===== src/rtl/pred_flag_pkg.sv =====
package pred_flag_pkg;

  typedef enum logic [3:0] {
    CC_EQ = 4'b0000,
    CC_NE = 4'b0001,
    CC_CS = 4'b0010,
    CC_CC = 4'b0011,
    CC_MI = 4'b0100,
    CC_PL = 4'b0101,
    CC_VS = 4'b0110,
    CC_VC = 4'b0111,
    CC_HI = 4'b1000,
    CC_LS = 4'b1001,
    CC_GE = 4'b1010,
    CC_LT = 4'b1011,
    CC_GT = 4'b1100,
    CC_LE = 4'b1101,
    CC_AL = 4'b1110,
    CC_NV = 4'b1111
  } condCode_e;

  typedef struct packed {
    logic n;
    logic z;
    logic c;
    logic v;
  } nzcv_t;

  typedef struct packed {
    logic flagLoad;
    logic cmpSelect;
    logic writeResult;
  } flagStrobe_t;

  localparam int FLAG_COUNT = 4;

endpackage


===== src/rtl/pred_flag_ctrl.sv =====
module pred_flag_ctrl
  import pred_flag_pkg::*;
(
  input  logic        instValid,
  input  logic [3:0]  condCode,
  input  logic        setFlags,
  input  logic        isCompare,
  input  nzcv_t       flagsNow,
  output logic        execute,
  output flagStrobe_t strobe
);

  function automatic logic condPass(input condCode_e code, input nzcv_t f);
    logic pass;
    case (code)
      CC_EQ:   pass = f.z;
      CC_NE:   pass = !f.z;
      CC_CS:   pass = f.c;
      CC_CC:   pass = !f.c;
      CC_MI:   pass = f.n;
      CC_PL:   pass = !f.n;
      CC_VS:   pass = f.v;
      CC_VC:   pass = !f.v;
      CC_HI:   pass = f.c && !f.z;
      CC_LS:   pass = !f.c || f.z;
      CC_GE:   pass = (f.n == f.v);
      CC_LT:   pass = (f.n != f.v);
      CC_GT:   pass = !f.z && (f.n == f.v);
      CC_LE:   pass = f.z || (f.n != f.v);
      CC_AL:   pass = 1'b1;
      default: pass = 1'b0;
    endcase
    return pass;
  endfunction

  logic passNow;

  always_comb begin
    passNow            = condPass(condCode_e'(condCode), flagsNow);
    execute            = instValid && passNow;
    strobe.flagLoad    = execute && (setFlags || isCompare);
    strobe.cmpSelect   = isCompare;
    strobe.writeResult = execute && !isCompare;
  end

endmodule


===== src/rtl/pred_flag_dp.sv =====
module pred_flag_dp
  import pred_flag_pkg::*;
#(
  parameter int DATA_W   = 32,
  parameter int STATUS_W = 32
) (
  input  logic                clk,
  input  logic                rstN,
  input  flagStrobe_t         strobe,
  input  logic [DATA_W-1:0]   opA,
  input  logic [DATA_W-1:0]   opB,
  input  logic [DATA_W-1:0]   aluResult,
  input  logic                aluCarry,
  input  logic                aluOverflow,
  output nzcv_t               flagsQ,
  output logic [STATUS_W-1:0] statusWord
);

  localparam int MSB    = DATA_W - 1;
  localparam int PAD_W  = STATUS_W - FLAG_COUNT;

  logic [DATA_W:0] subWide;
  nzcv_t           cmpFlags;
  nzcv_t           aluFlags;
  nzcv_t           nextFlags;

  always_comb begin
    subWide    = {1'b0, opA} + {1'b0, ~opB} + (DATA_W+1)'(1);
    cmpFlags.n = subWide[MSB];
    cmpFlags.z = (subWide[MSB:0] == '0);
    cmpFlags.c = subWide[DATA_W];
    cmpFlags.v = (opA[MSB] ^ opB[MSB]) & (subWide[MSB] ^ opA[MSB]);

    aluFlags.n = aluResult[MSB];
    aluFlags.z = (aluResult == '0);
    aluFlags.c = aluCarry;
    aluFlags.v = aluOverflow;

    nextFlags  = strobe.cmpSelect ? cmpFlags : aluFlags;
  end

  always_ff @(posedge clk) begin
    if (!rstN) begin
      flagsQ <= '0;
    end else if (strobe.flagLoad) begin
      flagsQ <= nextFlags;
    end
  end

  generate
    if (PAD_W > 0) begin : gPad
      assign statusWord = {flagsQ, {PAD_W{1'b0}}};
    end else begin : gNoPad
      assign statusWord = flagsQ;
    end
  endgenerate

endmodule


===== src/rtl/pred_flag_unit.sv =====
module pred_flag_unit
  import pred_flag_pkg::*;
#(
  parameter int DATA_W   = 32,
  parameter int STATUS_W = 32
) (
  input  logic                clk,
  input  logic                rstN,
  input  logic                instValid,
  input  logic [3:0]          condCode,
  input  logic                setFlags,
  input  logic                isCompare,
  input  logic [DATA_W-1:0]   opA,
  input  logic [DATA_W-1:0]   opB,
  input  logic [DATA_W-1:0]   aluResult,
  input  logic                aluCarry,
  input  logic                aluOverflow,
  output logic                execute,
  output logic                resultWrite,
  output logic [STATUS_W-1:0] statusWord
);

  flagStrobe_t strobe;
  nzcv_t       flagsQ;

  pred_flag_ctrl ctrlInst (
    .instValid (instValid),
    .condCode  (condCode),
    .setFlags  (setFlags),
    .isCompare (isCompare),
    .flagsNow  (flagsQ),
    .execute   (execute),
    .strobe    (strobe)
  );

  pred_flag_dp #(
    .DATA_W   (DATA_W),
    .STATUS_W (STATUS_W)
  ) dpInst (
    .clk         (clk),
    .rstN        (rstN),
    .strobe      (strobe),
    .opA         (opA),
    .opB         (opB),
    .aluResult   (aluResult),
    .aluCarry    (aluCarry),
    .aluOverflow (aluOverflow),
    .flagsQ      (flagsQ),
    .statusWord  (statusWord)
  );

  assign resultWrite = strobe.writeResult;

endmodule


===== config.mk =====
export PLATFORM = sky130hd
export DESIGN_NAME = pred_flag_unit
export DESIGN_NICKNAME = d
export VERILOG_FILES = /design/src/rtl/pred_flag_pkg.sv /design/src/rtl/pred_flag_ctrl.sv /design/src/rtl/pred_flag_dp.sv /design/src/rtl/pred_flag_unit.sv
export SDC_FILE = /design/constraint.sdc
export NUM_CORES = 1
export LEC_CHECK = 0
export BUFFER_PORTS_ARGS = -buffer_cell sky130_fd_sc_hd__buf_2
export CAP_MARGIN = 20
export CORE_MARGIN = 4
export CORE_UTILIZATION = 30
export DETAILED_ROUTE_END_ITERATION = 12
export MAX_ROUTING_LAYER = met4
export PLACE_DENSITY_LB_ADDON = 0.3
export RECOVER_POWER = 100
export REMOVE_ABC_BUFFERS = 1
export SLEW_MARGIN = 20
export SYNTH_ARGS = -nofsm -noshare
export SYNTH_HDL_FRONTEND = slang
export SYNTH_SLANG_ARGS = --single-unit

===== constraint.sdc =====
create_clock -name clk -period 3.15 [get_ports clk]
set_input_delay 0.4725 -clock clk [delete_from_list [all_inputs] [get_ports clk]]
set_output_delay 0.4725 -clock clk [all_outputs]
set_load 0.005 [all_outputs]

# [After elaboration in Yosys (flattened, before gate mapping)]
# Index checks and enable logic that the tools add are counted.
[op_classes] add_sub_neg=2 eq_ne=16 mux=2 bitwise=4 n_reduce_logical=16
[ops] cell="$logic_not 32->1" n=2
[ops] cell="$add 32x32->33" n=1
[ops] cell="$add 33x1->33 const B" n=1
[ops] cell="$not 32->32" n=1
[ops] cell="$eq 4x4->1 const B" n=7
[ops] cell="$eq 4x3->1 const B" n=4
[ops] cell="$pmux 1 s15" n=1
[ops] cell="$eq 4x2->1 const B" n=2
[ops] cell="$logic_and 1x1->1" n=5
[ops] cell="$logic_not 1->1" n=5
[ops] cell="$eq 4x1->1 const B" n=1
[ops] cell="$logic_not 4->1" n=1
[ops] cell="$mux 4" n=1
[ops] cell="$logic_or 1x1->1" n=3
[ops] cell="$xor 1x1->1" n=2
[ops] cell="$and 1x1->1" n=1
[ops] cell="$eq 1x1->1" n=1
[ops] cell="$ne 1x1->1" n=1
[word_totals] reg_bits=4 inputBits=107 output_inout_bits=34

# [Longest topological paths before layout]
# Gate-level depths: netlist of run 1.
[depth] ltp_word=6 ltp_mapped=13 depth_no_buf=12

# [Hierarchy]
# A second synthesis of run 1 with hierarchy kept.
[hier_totals] cells_unflattened=427 area_unflattened_um2=2944.1
[modules_own_cells] module="pred_flag_dp" n_inst=1 cells_each=390 area_each_um2=2692.6 seq_area_each_um2=80.1
[modules_own_cells] module="pred_flag_ctrl" n_inst=1 cells_each=37 area_each_um2=251.5 seq_area_each_um2=0.0

# [Least setup slack after synthesis of run 1]
# OpenSTA, ideal clock, no wires.
[synth_timing] kind="input to register" start="input opB[10]" end="register, netlist name dpInst.flagsQ[2]" setup_time_ps=69 arrival_time_ps=2835 required_ps=3081 slack_ps=246 stages=12 path_cell_list="inv_1 > ha_1 > clkbuf_1 > nand4_1 > a2111o_1 > a21o_1 > a311oi_1 > or3_1 > mux2_1 > nor4_1 > nand4_1 > o21ai_1"
[synth_between] elab_chain_cells=5
[synth_lines] element="start, declared" line="pred_flag_unit.sv:14" source="input logic [DATA_W-1:0] opB,"
[synth_lines] element="$not 32->32" line="pred_flag_dp.sv:28" source="subWide = {1'b0, opA} + {1'b0, ~opB} + (DATA_W+1)'(1);"
[synth_lines] element="$add 32x32->33" line="pred_flag_dp.sv:28"
[synth_lines] element="$add 33x1->33" line="pred_flag_dp.sv:28"
[synth_lines] element="$logic_not 32->1" line="pred_flag_dp.sv:30" source="cmpFlags.z = (subWide[MSB:0] == '0);"
[synth_lines] element="$mux 4" line="pred_flag_dp.sv:39" source="nextFlags = strobe.cmpSelect ? cmpFlags : aluFlags;"
# No other way between the ends.
# A chain may end at the register's enable or synchronous reset.

# [Worst setup path after layout of run 1]
[layout_timing] start="input opA[6]" end="register, netlist name dpInst.flagsQ[2]"
[layout_between] elab_chain_cells=4
[layout_lines] element="start, declared" line="pred_flag_unit.sv:13" source="input logic [DATA_W-1:0] opA,"
[layout_lines] element="$add 32x32->33" line="pred_flag_dp.sv:28"
[layout_lines] element="$add 33x1->33" line="pred_flag_dp.sv:28"
[layout_lines] element="$logic_not 32->1" line="pred_flag_dp.sv:30"
[layout_lines] element="$mux 4" line="pred_flag_dp.sv:39"
# No other way between the ends.

==> impl_metrics.yaml, run 1 <==
drt:
  top_layer: "met4"
  ant_nets: 0
  via_per_inst: 5.03
  drtIter0Drc: 105
  vias: 3131
  dr.pass1.iters: 4
  wl_per_cell_um: 13.2
  drc: 0
  wl_met2_um: 4010
  drt-total-wl_um: 8240
  met3_length_um: 657
  drt-met1-wl_um: 3550
critical_path:
  cp_max_fo: 4
  cp-startpoint: "opA[6]"
  cp_slowest_cell: "or4_4"
  endpoint_kind: "flop"
  start_kind: "input port"
  required_ns: 3.29
  crit_arrival_ns: 3.15
  path_cells: "buf_2 -> ha_1 -> a211o_1 -> a21oi_1 -> o21ai_0 -> o221ai_2 -> a31oi_1 -> or4_4 -> a2111oi_4 -> nand4_1 -> o21ai_0"
  r2r_start: "dpInst.flagsQ[0]$_SDFFE_PN0P_"
  cpMostUsedCell: "o21ai_0"
  reg2reg_depth: 10
  critPathKind: "in2reg"
  slowest_delay_ns: 0.57
layout:
  reg_top3: "dpInst.flagsQ (4)"
  area_growth_pct: 28.2
  largest_register_ffs: 4
  design_area_um2: 3380
  diodes: 0
  drive_gt1_frac: 0.284
  layout_commonest_cell: "buf_2"
  nFillCells: 923
  mostFrequentLayoutCells: "buf_2, inv_1, a21oi_1"
  fin_nets: 658
  largest-register: "dpInst.flagsQ"
cts:
  clk_pin_slew_ns: 0.04
  cts_buffer_depth: 2
  holdBufCountCts: 0
  cts_tree: "built"
  worstSkewPairLatency_ns: 0.22
  htreeDepth: 1
  cts_sinks: 4
  cts_made_buffers: 3
  cts_root_buf: "clkbuf_8"
global_route:
  first_global_vias: 2940
  grt.total_usage: 0.151
  grt_max_degree: 14
  grt_pass1_wl_um: 12700
  grt-ovfl-total: 0
  antenna_found_initial: 0
floorplanning:
  die_w_um: 102
  die_area_um2: 10300
  die_h_um: 102
  start_util: 0.314
  core_um2: 8380
  ios: 141
  rows: 33
sta:
  grt_setup_unrepaired: "no"
  drv_slew: 0
  fin_crit_sh: 0.956
  fmax_mhz: 332
  fin_crit_ns: 3.01
  setup_viol: 0
  worst_slack_ns: 0.139
  hold_violations: 0
  skew_ns: 0.00525
min_path:
  hp-class: "in2reg"
  holdPathStages: 3
  hold_path.startpoint: "aluOverflow"
synthesis:
  ys_dominant_reg_cell: "dfxtp_1"
  synth_area_per_cell_um2: 6.69
  seq_area_frac_synth: 0.0304
  ys_types: 63
  yosys_warnings: 0
  ys_ff_latch: 4
  syn_area_um2: 2640
  synthCells: 394
  synth_edf_count: 0
  async_flop_share: 0
placed_design:
  place_ws_ns: -0.0602
  place.gp.congestion: 0.888
  dp_hpwl_um: 7270
  port-buffer-count: 112
  post_dp_cell_area_um2: 3320
pwr:
  vdd_drop_max_v: 0.000118
  p_leak_nw: 1.69
  powerDensity_nw_per_um2: 221
run_status:
  status: "finished, final reports clean"
job:
  drv_cap: 0
[where the power goes]
group / switching, W / internal [W] / total (W)
logic: 0.000308 / 0.000262 / 0.000571
registers: 0.00000869 / 0.0000567 / 0.0000654
clock network: 0.0000287 / 0.0000817 / 0.000110
total: 0.000346 / 0.000401 / 0.000746
[metrics by stage]
stage | hold WS [ns] | total power, W | cells | utilization | setup TNS (ns)
2_1_floorplan | 0.592 | 0.000431 | 383 | - | 0
3_3_place_gp | 0.607 | 0.000622 | 619 | 0.396 | -0.0277
3_5_place_dp | 0.616 | 0.000628 | 619 | 0.396 | -0.0661
4_1_cts | 0.547 | 0.000742 | 622 | 0.401 | 0
5_1_grt | 0.568 | 0.000823 | 622 | 0.403 | 0
6_report | 0.546 | 0.000746 | 622 | 0.403 | 0
[worst paths after layout]
kind / endpoint / slack (ns)
worst max-delay path: dpInst.flagsQ[2]$_SDFFE_PN0P_ / 0.14
worst min-delay path: dpInst.flagsQ[0]$_SDFFE_PN0P_ / 0.55
worst max register to register: dpInst.flagsQ[2]$_SDFFE_PN0P_ / 0.59
worst min register to register: dpInst.flagsQ[1]$_SDFFE_PN0P_ / 0.63
[critical path, delay by kind of cell]
kind            cells  cell delay [ns]
buf+inv             1             0.10
compound gates      7             1.51
simple gates        2             0.74
fa+ha+maj           1             0.33
[timing repair]
action                                 4_1_cts  5_1_grt
endpoints found under the hold margin        0        0
setup endpoints to repair                    0        1
buffers inserted                             0        0
resized for setup                            0        4
[metal layers]
| layer | GRT usage | vias up |
|---|---|---|
| li1 | - | 1615 |
| met1 | 0.185 | 1400 |
| met2 | 0.275 | 112 |
| met3 | 0.0179 | 4 |
| met4 | 0.0164 | 0 |
| met5 | - | - |
[synth_stat cells, drive strengths merged (2+ instances only)]
library cell,number,area (um2)
nor3,12,60.1
o21ai,23,115
xor2,5,43.8
a21oi,39,221
a311oi,2,17.5
mux2,2,22.5
nand2b,10,62.6
a21o,6,45.0
a22o,3,26.3
a211o,4,35.0
nand2,30,113
dfxtp,4,80.1
mux2i,3,30.0
and2,4,25.0
xnor2,14,123
nor2,22,82.6
a31oi,5,31.3
a21boi,2,15.0
o22ai,3,18.8
and4,2,17.5
nand4,9,56.3
or2,2,12.5
nand3,14,75.1
and3,2,12.5
or4,3,26.3
o211ai,5,42.5
nor4,10,62.6
o21a,7,52.6
o221ai,2,23.8
clkbuf,10,37.5
nor2b,4,25.0
inv,44,165
nand4b,2,17.5
ha,32,400
or3,5,31.3
a211oi,2,15.0
buf,28,210
[cell families (layout without fill, tap and decap cells)]
kind of cell               Yosys count  count (layout)  synth area share
adders and majority gates           32              32             0.152
AOI/OAI and AO/OA                  114             114             0.299
xor gates and xnor gates            19              19            0.0632
and+or+nand+nor                    137             137             0.278
other                                1              28           0.00142
buffers and inverters               82             178             0.157
DFF                                  4               4            0.0304
muxes                                5               5            0.0199
[layout make-up]
class                   instances  area (um2)  area share
clock buffers                   3        41.3      0.0122
inverters                      44         165      0.0489
multi-input cells             335        2260       0.670
flip-flops and latches          4        80.1      0.0237
well taps                     105         131      0.0389
repair buffers                131         698       0.207
(Power assumes the default switching activity.)
==> run 2: changes to the inputs <==
- PLACE_DENSITY_LB_ADDON: 0.3 -> default
- clock period: 3.15 -> 3.1 ns (I/O delays scaled with it)
==> impl_metrics.yaml, run 2 (synthesis results as in run 1) <==
run_status:
  status: "finished, final reports clean"
cts:
  post_cts_resized: 0
  holdBufCountCts: 0
  htreeDepth: 1
  worstSkewPairLatency_ns: 0.22
  cts_made_buffers: 3
  clk_pin_slew_ns: 0.03
  post_cts_buffers: 0
  cts_tree: "built"
  cts_root_buf: "clkbuf_8"
  cts_sinks: 4
  cts_buffer_depth: 2
pwr:
  p_leak_nw: 1.70
  vdd_drop_max_v: 0.000139
  power_w: 0.000751
  powerDensity_nw_per_um2: 223
critical_path:
  critPathKind: "in2reg"
  slowest_delay_ns: 0.54
  endpoint_kind: "flop"
  cp_max_fo: 4
  cp-startpoint: "opA[6]"
  cp_slowest_cell: "or4_4"
  required_ns: 3.25
  start_kind: "input port"
  path_cells: "buf_2 -> ha_1 -> a211o_1 -> a21oi_1 -> o21ai_0 -> o221ai_2 -> a31oi_1 -> or4_4 -> a2111oi_4 -> nand4_1 -> o21ai_1"
  reg2reg_depth: 10
  crit_arrival_ns: 3.06
  r2r_start: "dpInst.flagsQ[3]$_SDFFE_PN0P_"
placed_design:
  post_dp_cell_area_um2: 3340
  port-buffer-count: 112
  place.gp.congestion: 0.935
  dp_hpwl_um: 7300
  place_ws_ns: -0.0286
min_path:
  hp-class: "in2reg"
  holdPathStages: 3
  hold_path.startpoint: "aluOverflow"
sta:
  setup_viol: 0
  timing.hold.ws_ns: 0.551
  hold_violations: 0
  skew_ns: 0.00497
  drv_slew: 0
  worst_slack_ns: 0.181
  fin_crit_sh: 0.942
  fmax_mhz: 343
  grt_setup_unrepaired: "no"
  fin_crit_ns: 2.92
layout:
  mostFrequentLayoutCells: "buf_2, inv_1, a21oi_1"
  design_area_um2: 3370
  reg_top3: "dpInst.flagsQ (4)"
  area_growth_pct: 28.0
  drive_gt1_frac: 0.279
  largest_register_ffs: 4
  largest-register: "dpInst.flagsQ"
  layout_commonest_cell: "buf_2"
  fin_nets: 660
  diodes: 0
drt:
  wl_per_cell_um: 13.1
  vias: 3115
  drt-total-wl_um: 8190
  dr.pass1.iters: 4
  via_per_inst: 4.99
  ant_nets: 0
  drtIter0Drc: 138
  drc: 0
global_route:
  grt-ovfl-total: 0
  first_global_vias: 2928
  grt_pass1_wl_um: 12600
  grt_max_degree: 14
  grt.total_usage: 0.152
  antenna_found_initial: 0
floorplanning:
  die_w_um: 102
  die_area_um2: 10300
  ios: 141
  rows: 33
  start_util: 0.314
  core_um2: 8380
  die_h_um: 102
job:
  drv_cap: 0
run 2: changes by cell type in the layout (fill, tap and decap cells not counted), sizes merged:
cell	previous run	this run
buf	127	128
clkbuf	7	8
run 2: through the flow:
stage,utilization,setup TNS (ns),cells
floorplan,-,0,383
global placement,0.398,0,621
detailed placement,0.398,-0.0286,621
CTS,0.403,0,624
global route,0.402,0,624
finish,0.402,0,624
run 2: path summary, 6_finish.rpt:
| check | slack, ns | endpoint |
|---|---|---|
| hold / removal | 0.55 | dpInst.flagsQ[0]$_SDFFE_PN0P_ |
| setup / recovery | 0.18 | dpInst.flagsQ[2]$_SDFFE_PN0P_ |
| setup reg to reg | 0.63 | dpInst.flagsQ[2]$_SDFFE_PN0P_ |
| hold reg to reg | 0.62 | dpInst.flagsQ[1]$_SDFFE_PN0P_ |
run 2: critical path: cells and delay by family:
family / cells / cell delay (ns)
compound gates: 7 / 1.45
simple gates: 2 / 0.70
fa+ha+maj: 1 / 0.34
buf+inv: 1 / 0.10
run 2: routing by layer:
layer  global-route usage  part of all wire  vias up
met2                0.281              0.47      131
met5                    -                 0        -
met4               0.0225            0.0084        0
met1                0.179              0.43     1348
met3               0.0193             0.091        6
li1                     -                 -     1630
run 2: cell type report:
type | instances | area (um2)
fill | 938 | 5010
multi-input combinational | 335 | 2240
sequential | 4 | 80.1
inverter | 44 | 165
clock buffer | 3 | 41.3
tap | 105 | 131
timing repair buffer | 133 | 711
run 2: report_power, final:
part,internal [W],switching [W],total [W]
combinational,0.000269,0.000306,0.000575
clock,0.0000828,0.0000270,0.000110
sequential,0.0000576,0.00000849,0.0000661
total,0.000409,0.000342,0.000751
